`src/rtl/sw_bus_pkg.sv`:
```
package sw_bus_pkg;

   typedef enum logic [1:0] {
      OP_RESET = 2'b00,
      OP_WRITE = 2'b01,
      OP_READ  = 2'b10,
      OP_NONE  = 2'b11
   } sw_op_e;

   // Interval table in half-microsecond units, normal set
   localparam int unsigned NRM_RST_LOW  = 960;
   localparam int unsigned NRM_PRES     = 140;
   localparam int unsigned NRM_RST_END  = 1920;
   localparam int unsigned NRM_W0_LOW   = 120;
   localparam int unsigned NRM_W1_LOW   = 12;
   localparam int unsigned NRM_RD_LOW   = 10;
   localparam int unsigned NRM_RD_SAMP  = 24;
   localparam int unsigned NRM_SLOT     = 140;

   // Interval table in half-microsecond units, fast set
   localparam int unsigned FST_RST_LOW  = 96;
   localparam int unsigned FST_PRES     = 18;
   localparam int unsigned FST_RST_END  = 192;
   localparam int unsigned FST_W0_LOW   = 12;
   localparam int unsigned FST_W1_LOW   = 2;
   localparam int unsigned FST_RD_LOW   = 2;
   localparam int unsigned FST_RD_SAMP  = 3;
   localparam int unsigned FST_SLOT     = 20;

   localparam int unsigned MAX_HUS      = NRM_RST_END;

   function automatic int unsigned hus_to_cyc(input int unsigned hus,
                                              input int unsigned cyc_per_us);
      return (hus * cyc_per_us + 1) / 2;
   endfunction

endpackage

```
`src/rtl/sw_bus_sync.sv`:
```
module sw_bus_sync #(
   parameter int unsigned STAGES   = 2,
   parameter bit          RST_VAL  = 1'b1
) (
   input  logic clk,
   input  logic rst_n,
   input  logic d_async,
   output logic q_sync
);

   logic [STAGES-1:0] chain_q;

   generate
      genvar i;
      for (i = 0; i < int'(STAGES); i++) begin : g_stage
         if (i == 0) begin : g_first
            always_ff @(posedge clk or negedge rst_n) begin
               if (!rst_n) chain_q[0] <= RST_VAL;
               else        chain_q[0] <= d_async;
            end
         end else begin : g_next
            always_ff @(posedge clk or negedge rst_n) begin
               if (!rst_n) chain_q[i] <= RST_VAL;
               else        chain_q[i] <= chain_q[i-1];
            end
         end
      end
   endgenerate

   assign q_sync = chain_q[STAGES-1];

endmodule

```
`src/rtl/sw_bus_timing.sv`:
```
module sw_bus_timing
   import sw_bus_pkg::*;
#(
   parameter int unsigned CYC_PER_US = 125,
   parameter int unsigned CNT_W      = 17
) (
   input  logic              sel_fast,
   input  sw_op_e            op,
   input  logic              wbit,
   output logic [CNT_W-1:0]  low_len,
   output logic [CNT_W-1:0]  samp_at,
   output logic [CNT_W-1:0]  end_at,
   output logic              has_samp
);

   logic [CNT_W-1:0] t_rst_low [2];
   logic [CNT_W-1:0] t_rst_smp [2];
   logic [CNT_W-1:0] t_rst_end [2];
   logic [CNT_W-1:0] t_w0_low  [2];
   logic [CNT_W-1:0] t_w1_low  [2];
   logic [CNT_W-1:0] t_rd_low  [2];
   logic [CNT_W-1:0] t_rd_smp  [2];
   logic [CNT_W-1:0] t_slot    [2];

   generate
      genvar s;
      for (s = 0; s < 2; s++) begin : g_speed
         localparam int unsigned RL = hus_to_cyc((s == 0) ? NRM_RST_LOW : FST_RST_LOW, CYC_PER_US);
         localparam int unsigned PS = hus_to_cyc((s == 0) ? NRM_PRES    : FST_PRES,    CYC_PER_US);
         localparam int unsigned RE = hus_to_cyc((s == 0) ? NRM_RST_END : FST_RST_END, CYC_PER_US);
         localparam int unsigned W0 = hus_to_cyc((s == 0) ? NRM_W0_LOW  : FST_W0_LOW,  CYC_PER_US);
         localparam int unsigned W1 = hus_to_cyc((s == 0) ? NRM_W1_LOW  : FST_W1_LOW,  CYC_PER_US);
         localparam int unsigned DL = hus_to_cyc((s == 0) ? NRM_RD_LOW  : FST_RD_LOW,  CYC_PER_US);
         localparam int unsigned DS = hus_to_cyc((s == 0) ? NRM_RD_SAMP : FST_RD_SAMP, CYC_PER_US);
         localparam int unsigned SL = hus_to_cyc((s == 0) ? NRM_SLOT    : FST_SLOT,    CYC_PER_US);

         if (!(W1 < W0 && DL < DS && DS < SL && W0 < SL && RL + PS < RE)) begin : g_bad_order
            $error("sw_bus_timing: interval ordering violated for speed %0d", s);
         end
         if (RE >= (1 << CNT_W)) begin : g_bad_width
            $error("sw_bus_timing: counter width too small");
         end

         assign t_rst_low[s] = CNT_W'(RL);
         assign t_rst_smp[s] = CNT_W'(RL + PS);
         assign t_rst_end[s] = CNT_W'(RE);
         assign t_w0_low[s]  = CNT_W'(W0);
         assign t_w1_low[s]  = CNT_W'(W1);
         assign t_rd_low[s]  = CNT_W'(DL);
         assign t_rd_smp[s]  = CNT_W'(DS);
         assign t_slot[s]    = CNT_W'(SL);
      end
   endgenerate

   logic idx;
   assign idx = sel_fast;

   always_comb begin
      low_len  = '0;
      samp_at  = '0;
      end_at   = t_slot[idx];
      has_samp = 1'b0;
      unique case (op)
         OP_RESET: begin
            low_len  = t_rst_low[idx];
            samp_at  = t_rst_smp[idx];
            end_at   = t_rst_end[idx];
            has_samp = 1'b1;
         end
         OP_WRITE: begin
            low_len  = wbit ? t_w1_low[idx] : t_w0_low[idx];
         end
         OP_READ: begin
            low_len  = t_rd_low[idx];
            samp_at  = t_rd_smp[idx];
            has_samp = 1'b1;
         end
         default: begin
            low_len  = '0;
         end
      endcase
   end

endmodule

```
`src/rtl/sw_bus_seq.sv`:
```
module sw_bus_seq
   import sw_bus_pkg::*;
#(
   parameter int unsigned CNT_W = 17
) (
   input  logic              clk,
   input  logic              rst_n,
   input  logic              cmd_valid,
   input  sw_op_e            cmd_op,
   input  logic              cmd_fast,
   input  logic [CNT_W-1:0]  low_len,
   input  logic [CNT_W-1:0]  samp_at,
   input  logic [CNT_W-1:0]  end_at,
   input  logic              has_samp,
   input  logic              line_s,
   output logic              busy,
   output logic              done,
   output logic              rsp_bit,
   output logic              pull_low
);

   logic             busy_q, done_q, rsp_q;
   logic             samp_en_q, is_rst_q, fast_q;
   logic [CNT_W-1:0] cnt_q, low_q, samp_q, last_q;
   logic             accept;

   assign accept = cmd_valid && !busy_q && (cmd_op != OP_NONE);

   always_ff @(posedge clk or negedge rst_n) begin
      if (!rst_n) begin
         busy_q    <= 1'b0;
         done_q    <= 1'b0;
         rsp_q     <= 1'b0;
         samp_en_q <= 1'b0;
         is_rst_q  <= 1'b0;
         fast_q    <= 1'b0;
         cnt_q     <= '0;
         low_q     <= '0;
         samp_q    <= '0;
         last_q    <= '0;
      end else begin
         done_q <= 1'b0;
         if (accept) begin
            busy_q    <= 1'b1;
            cnt_q     <= '0;
            low_q     <= low_len;
            samp_q    <= samp_at;
            last_q    <= end_at - 1'b1;
            samp_en_q <= has_samp;
            is_rst_q  <= (cmd_op == OP_RESET);
            fast_q    <= cmd_fast;
            rsp_q     <= 1'b0;
         end else if (busy_q) begin
            cnt_q <= cnt_q + 1'b1;
            if (samp_en_q && (cnt_q == samp_q))
               rsp_q <= is_rst_q ? ~line_s : line_s;
            if (cnt_q == last_q) begin
               busy_q <= 1'b0;
               done_q <= 1'b1;
            end
         end
      end
   end

   assign busy     = busy_q;
   assign done     = done_q;
   assign rsp_bit  = rsp_q;
   assign pull_low = busy_q && (cnt_q < low_q);

   AST_DONE_PULSE: assert property (@(posedge clk) disable iff (!rst_n)
      done |=> !done) else $error("done longer than one cycle");
   AST_DONE_NOT_BUSY: assert property (@(posedge clk) disable iff (!rst_n)
      done |-> (!busy && $past(busy))) else $error("done without ending slot");
   AST_PULL_IN_SLOT: assert property (@(posedge clk) disable iff (!rst_n)
      pull_low |-> busy) else $error("line pulled outside a slot");
   AST_SPEED_HELD: assert property (@(posedge clk) disable iff (!rst_n)
      (busy && $past(busy)) |-> $stable(fast_q)) else $error("speed changed");
   AST_RSP_HELD: assert property (@(posedge clk) disable iff (!rst_n)
      (!busy && !$past(busy)) |-> $stable(rsp_bit)) else $error("rsp moved idle");
   AST_NO_PREEMPT: assert property (@(posedge clk) disable iff (!rst_n)
      (busy && !done && $past(busy) && cnt_q != '0) |-> (cnt_q == $past(cnt_q) + 1'b1))
      else $error("slot restarted while busy");

endmodule

```
`src/rtl/sw_bus_master.sv`:
```
module sw_bus_master
   import sw_bus_pkg::*;
#(
   parameter int unsigned CYC_PER_US  = 125,
   parameter int unsigned SYNC_STAGES = 2
) (
   input  logic       clk,
   input  logic       rst_n,
   input  logic       cmd_valid,
   input  logic [1:0] cmd_op,
   input  logic       cmd_wbit,
   input  logic       cmd_fast,
   output logic       busy,
   output logic       done,
   output logic       rsp_bit,
   output logic       bus_pull_low,
   input  logic       bus_in
);

   localparam int unsigned MAX_CYC = hus_to_cyc(MAX_HUS, CYC_PER_US);
   localparam int unsigned CNT_W   = $clog2(MAX_CYC + 1);

   generate
      if (CYC_PER_US < 2) begin : g_bad_rate
         $error("sw_bus_master: CYC_PER_US must be at least 2");
      end
      if (SYNC_STAGES < 2) begin : g_bad_sync
         $error("sw_bus_master: SYNC_STAGES must be at least 2");
      end
   endgenerate

   sw_op_e           op;
   logic             line_s;
   logic [CNT_W-1:0] low_len, samp_at, end_at;
   logic             has_samp;

   assign op = sw_op_e'(cmd_op);

   sw_bus_sync #(
      .STAGES  (SYNC_STAGES),
      .RST_VAL (1'b1)
   ) u_sync (
      .clk     (clk),
      .rst_n   (rst_n),
      .d_async (bus_in),
      .q_sync  (line_s)
   );

   sw_bus_timing #(
      .CYC_PER_US (CYC_PER_US),
      .CNT_W      (CNT_W)
   ) u_timing (
      .sel_fast (cmd_fast),
      .op       (op),
      .wbit     (cmd_wbit),
      .low_len  (low_len),
      .samp_at  (samp_at),
      .end_at   (end_at),
      .has_samp (has_samp)
   );

   sw_bus_seq #(
      .CNT_W (CNT_W)
   ) u_seq (
      .clk       (clk),
      .rst_n     (rst_n),
      .cmd_valid (cmd_valid),
      .cmd_op    (op),
      .cmd_fast  (cmd_fast),
      .low_len   (low_len),
      .samp_at   (samp_at),
      .end_at    (end_at),
      .has_samp  (has_samp),
      .line_s    (line_s),
      .busy      (busy),
      .done      (done),
      .rsp_bit   (rsp_bit),
      .pull_low  (bus_pull_low)
   );

   AST_IDLE_RELEASE: assert property (@(posedge clk) disable iff (!rst_n)
      !busy |-> !bus_pull_low) else $error("line held while idle");
   AST_NONE_OP: assert property (@(posedge clk) disable iff (!rst_n)
      (!busy && cmd_valid && cmd_op == 2'b11) |=> !busy) else $error("op 11 taken");

endmodule

```
`config.mk`:
```
export PLATFORM = sky130hd
export DESIGN_NAME = sw_bus_master
export DESIGN_NICKNAME = d
export VERILOG_FILES = /design/src/rtl/sw_bus_pkg.sv /design/src/rtl/sw_bus_sync.sv /design/src/rtl/sw_bus_timing.sv /design/src/rtl/sw_bus_seq.sv /design/src/rtl/sw_bus_master.sv
export SDC_FILE = /design/constraint.sdc
export NUM_CORES = 1
export LEC_CHECK = 0
export BUFFER_PORTS_ARGS = -buffer_cell sky130_fd_sc_hd__buf_2
export CAP_MARGIN = 20
export CORE_AREA = 2 2 87 89
export DETAILED_ROUTE_END_ITERATION = 16
export DIE_AREA = 0 0 89 91
export HOLD_SLACK_MARGIN = 0.05
export PLACE_DENSITY = 0.91
export SYNTH_ARGS = -nofsm -noshare
export SYNTH_HDL_FRONTEND = slang
export SYNTH_HIERARCHICAL = 1
export SYNTH_SLANG_ARGS = --single-unit
```
`constraint.sdc`:
```
create_clock -name clk -period 2.4 [get_ports clk]
set_input_delay 0.24 -clock clk [delete_from_list [all_inputs] [get_ports clk]]
set_output_delay 0.24 -clock clk [all_outputs]
set_load 0.1 [all_outputs]
```
==> run summary <==
Clk Latency, worst-skew pair -> 0.36 ns
Hold Path Class -> input pin to flop
Largest family of logic cells by synthesized area -> simple AND/OR/NAND/NOR gates
Core region area -> 7137 sq um
Ports -> 12
Most common cell after layout, fill and taps aside -> nand2_1
Final setup vio count -> 1
Initial antenna violation count -> 0
Post-DP HPWL -> 7063 um
Root Buffer -> clkbuf_8
Worst-Margin Slew -> 0.9518 ns
Max H-tree Level -> 3
Worst slew margin -> 36.55%
Slowest Stage Delay on Critical Path -> 0.40 ns
Multiplexer area fraction after synthesis -> 0.6958%
CTS tree -> done
Fmax achieved -> 0.4160 GHz
DRT Wirelength -> 11020 um
IO Port Bufs -> 11
Top FF cell, synth -> dfrtp_1
1st-pass router iterations -> 5
WL/cell -> 18.24 um
Die Area -> 8099 sq um
Fraction of registers with async set/reset -> 100.0%
Synth Area in XOR/XNOR -> 12.08%
Setup ws final -> -0.003831 ns
Startpoint types -> flop
Flop and latch count out of synthesis -> 75
FILL cells -> 488
Area Growth Syn to Fin -> 7.543%
Crit-path leading delay family -> compound AO/OA/AOI/OAI gates
Sequential share of the synthesized area -> 41.80%
Worst-path clk slew -> 0.08 ns
First-pass GRT wire length -> 16840 um
Post-Synth Adder-Cell Area -> 7.515%
Routed vias/inst -> 5.873
Final clock skew -> 0.01131 ns
Initial core utilization -> 62.99%
Final worst-path cycle share -> 100.2%
Number of diodes -> 0
Netlist Area Pre-Place -> 4496 sq um
Critical path type -> flop to output pin
Failing checks -> setup timing
Post-Synth Simple-Gate Area -> 20.23%
Tot GR Track Use -> 27.27%
Worst Path Buf+Inv -> 1
Syn avg cell area -> 8.920 sq um
Synth warn -> 6
Drt drc -> 0
Number of global-route vias before repair -> 3534
CP max stage cell -> dfrtp_1
Row count -> 31
Total power draw -> 0.004296 W
Total grt overflow -> 0
Share of the core filled with cells -> 67.74%
TritonCTS buffer count -> 9
PwrDens -> 888.5 nW/um^2
Most frequent cells in the layout -> nand2_1 (107), dfrtp_1 (66), xnor2_1 (44)
Pin count of the biggest net entering global routing -> 76
Crit path required time -> 2.16 ns
Via count -> 3547
Synth Instances -> 504
Sinks on Clock Net -> 75
Final nets -> 535
Fin crit period -> 2.404 ns
EDFF count, synth -> 0
Crit path cell chain -> ha_1 -> a21oi_1 -> nor2_1 -> a211oi_1 -> o2111ai_2 -> a21oi_4 -> buf_12
Status -> finished, violations left
Die width -> 89 um
CTS max path bufs -> 2
Setup_tns -> -0.003831 ns
1st-iter DRT viols -> 325
Remaining antenna violation count -> 0
# Max-Cap Violations -> 0
RePlAce Congestion -> 0.8909
Layout cells sized above 1 -> 14.06%
Worst vdd ir -> 0.0003929 V
Yosys cell types -> 47
Crit path capture type -> output pin
Max Fanout on Critical Path -> 2
Pins Over Slew Limit -> 0
Leakage power -> 2.204 nW
Compound-gate portion of the synthesized area -> 8.433%
CP arrival -> 2.16 ns
Final hold viol count -> 0
Die H -> 91 um
==> state kept, by name, indices dropped and copies added (netlist names), 17 cells and up <==
| name | cells |
|---|---|
| u_seq/cnt_q | 17 |
| u_seq/low_q | 17 |
| u_seq/last_q | 17 |
| u_seq/samp_q | 17 |
==> power breakdown <==
part / internal, W / total, W / switching [W]
logic: 0.000638 / 0.00144 / 0.000798
clock network: 0.000613 / 0.00111 / 0.000494
registers: 0.00150 / 0.00175 / 0.000254
total: 0.00275 / 0.00430 / 0.00155
==> worst paths after layout <==
kind                                                   from                            to  slack [ns]  cells after the start
worst max-delay path            u_seq/cnt_q[10]$_DFFE_PN0P_                  bus_pull_low      -0.004                      7
worst min-delay path                              cmd_op[1]  u_seq/samp_q[11]$_DFFE_PN0P_        0.22                      4
worst max register to register         u_seq/busy$_DFF_PN0_   u_seq/last_q[3]$_DFFE_PN0P_        0.40                      2
worst min register to register  u_sync/chain_q[0]$_DFF_PN1_       u_sync/q_sync$_DFF_PN1_        0.36                      0
max in group asynchronous                             rst_n    u_seq/cnt_q[7]$_DFFE_PN0P_        1.17                      2
min in group asynchronous                             rst_n    u_seq/low_q[0]$_DFFE_PN0P_        0.56                      2
==> kinds of logic after synthesis <==
family                   Yosys count
buffers and inverters             77
XOR/XNOR                          62
AO/OA/AOI/OAI                     66
other                              1
adder cells (fa/ha/maj)           27
flip-flops                        75
AND/OR/NAND/NOR                  193
multiplexers                       3
==> through the flow <==
step	hold slack, ns	area, sq um	setup WS, ns	cells
global route	0.2179	4835	-0.1084	604
floorplan	-0.05559	4529	0.1351	510
detailed placement	0.3468	4513	0.1926	582
finish	0.2233	4835	-0.003831	604
global placement	0.3462	4513	0.3114	582
CTS	0.1971	4781	0.01487	602
==> per-layer routing <==
metal	up-vias	wire, um	global-route usage, %
met5	-	0	0
met4	0	500	13.93
met3	47	852	7.727
met2	163	5434	43.47
met1	1730	4230	33.23
li1	1607	-	-
==> layout make-up <==
type	count	area [sq um]	area share [%]
clock buffers	10	137.6	2.847
clock inverters	6	88.84	1.837
inverters	27	101.3	2.096
multi-input cells	358	2282	47.20
flip-flops and latches	75	1888	39.05
well taps	99	123.9	2.562
repair buffers	29	212.7	4.400
==> worst reg2reg max path, cell delays in order (launching register included) <==
cell and delay [ns]:
dfrtp_1 0.72, or2_2 0.85, o21ai_0 0.27
==> Yosys cell counts, types with 4 or more instances <==
master      n  area share, %
nand2_1   107            8.9
dfrtp_1    73             41
xnor2_1    44            8.6
o21ai_0    32            3.6
nor2_1     29            2.4
buf_4      28            4.7
ha_1       27            7.5
inv_1      27            2.3
xor2_1     18            3.5
clkbuf_1   15            1.3
nand4_1    14            1.9
a21oi_1    12            1.3
nor3_1     10            1.1
buf_2       6           0.67
nor4_1      6           0.84
o21ai_1     6           0.67
a22o_1      4           0.78
and3_1      4           0.56
nand3_1     4           0.45
or3_1       4           0.56
==> repair_timing <==
action	4_1_cts	5_1_grt
hold endpoints to repair	6	0
gates resized for setup	5	9
setup endpoints to repair	1	1
setup buffers	2	2
pin swaps	1	4
hold buffers	2	0
Note: power is estimated with default switching activity, not from simulation.
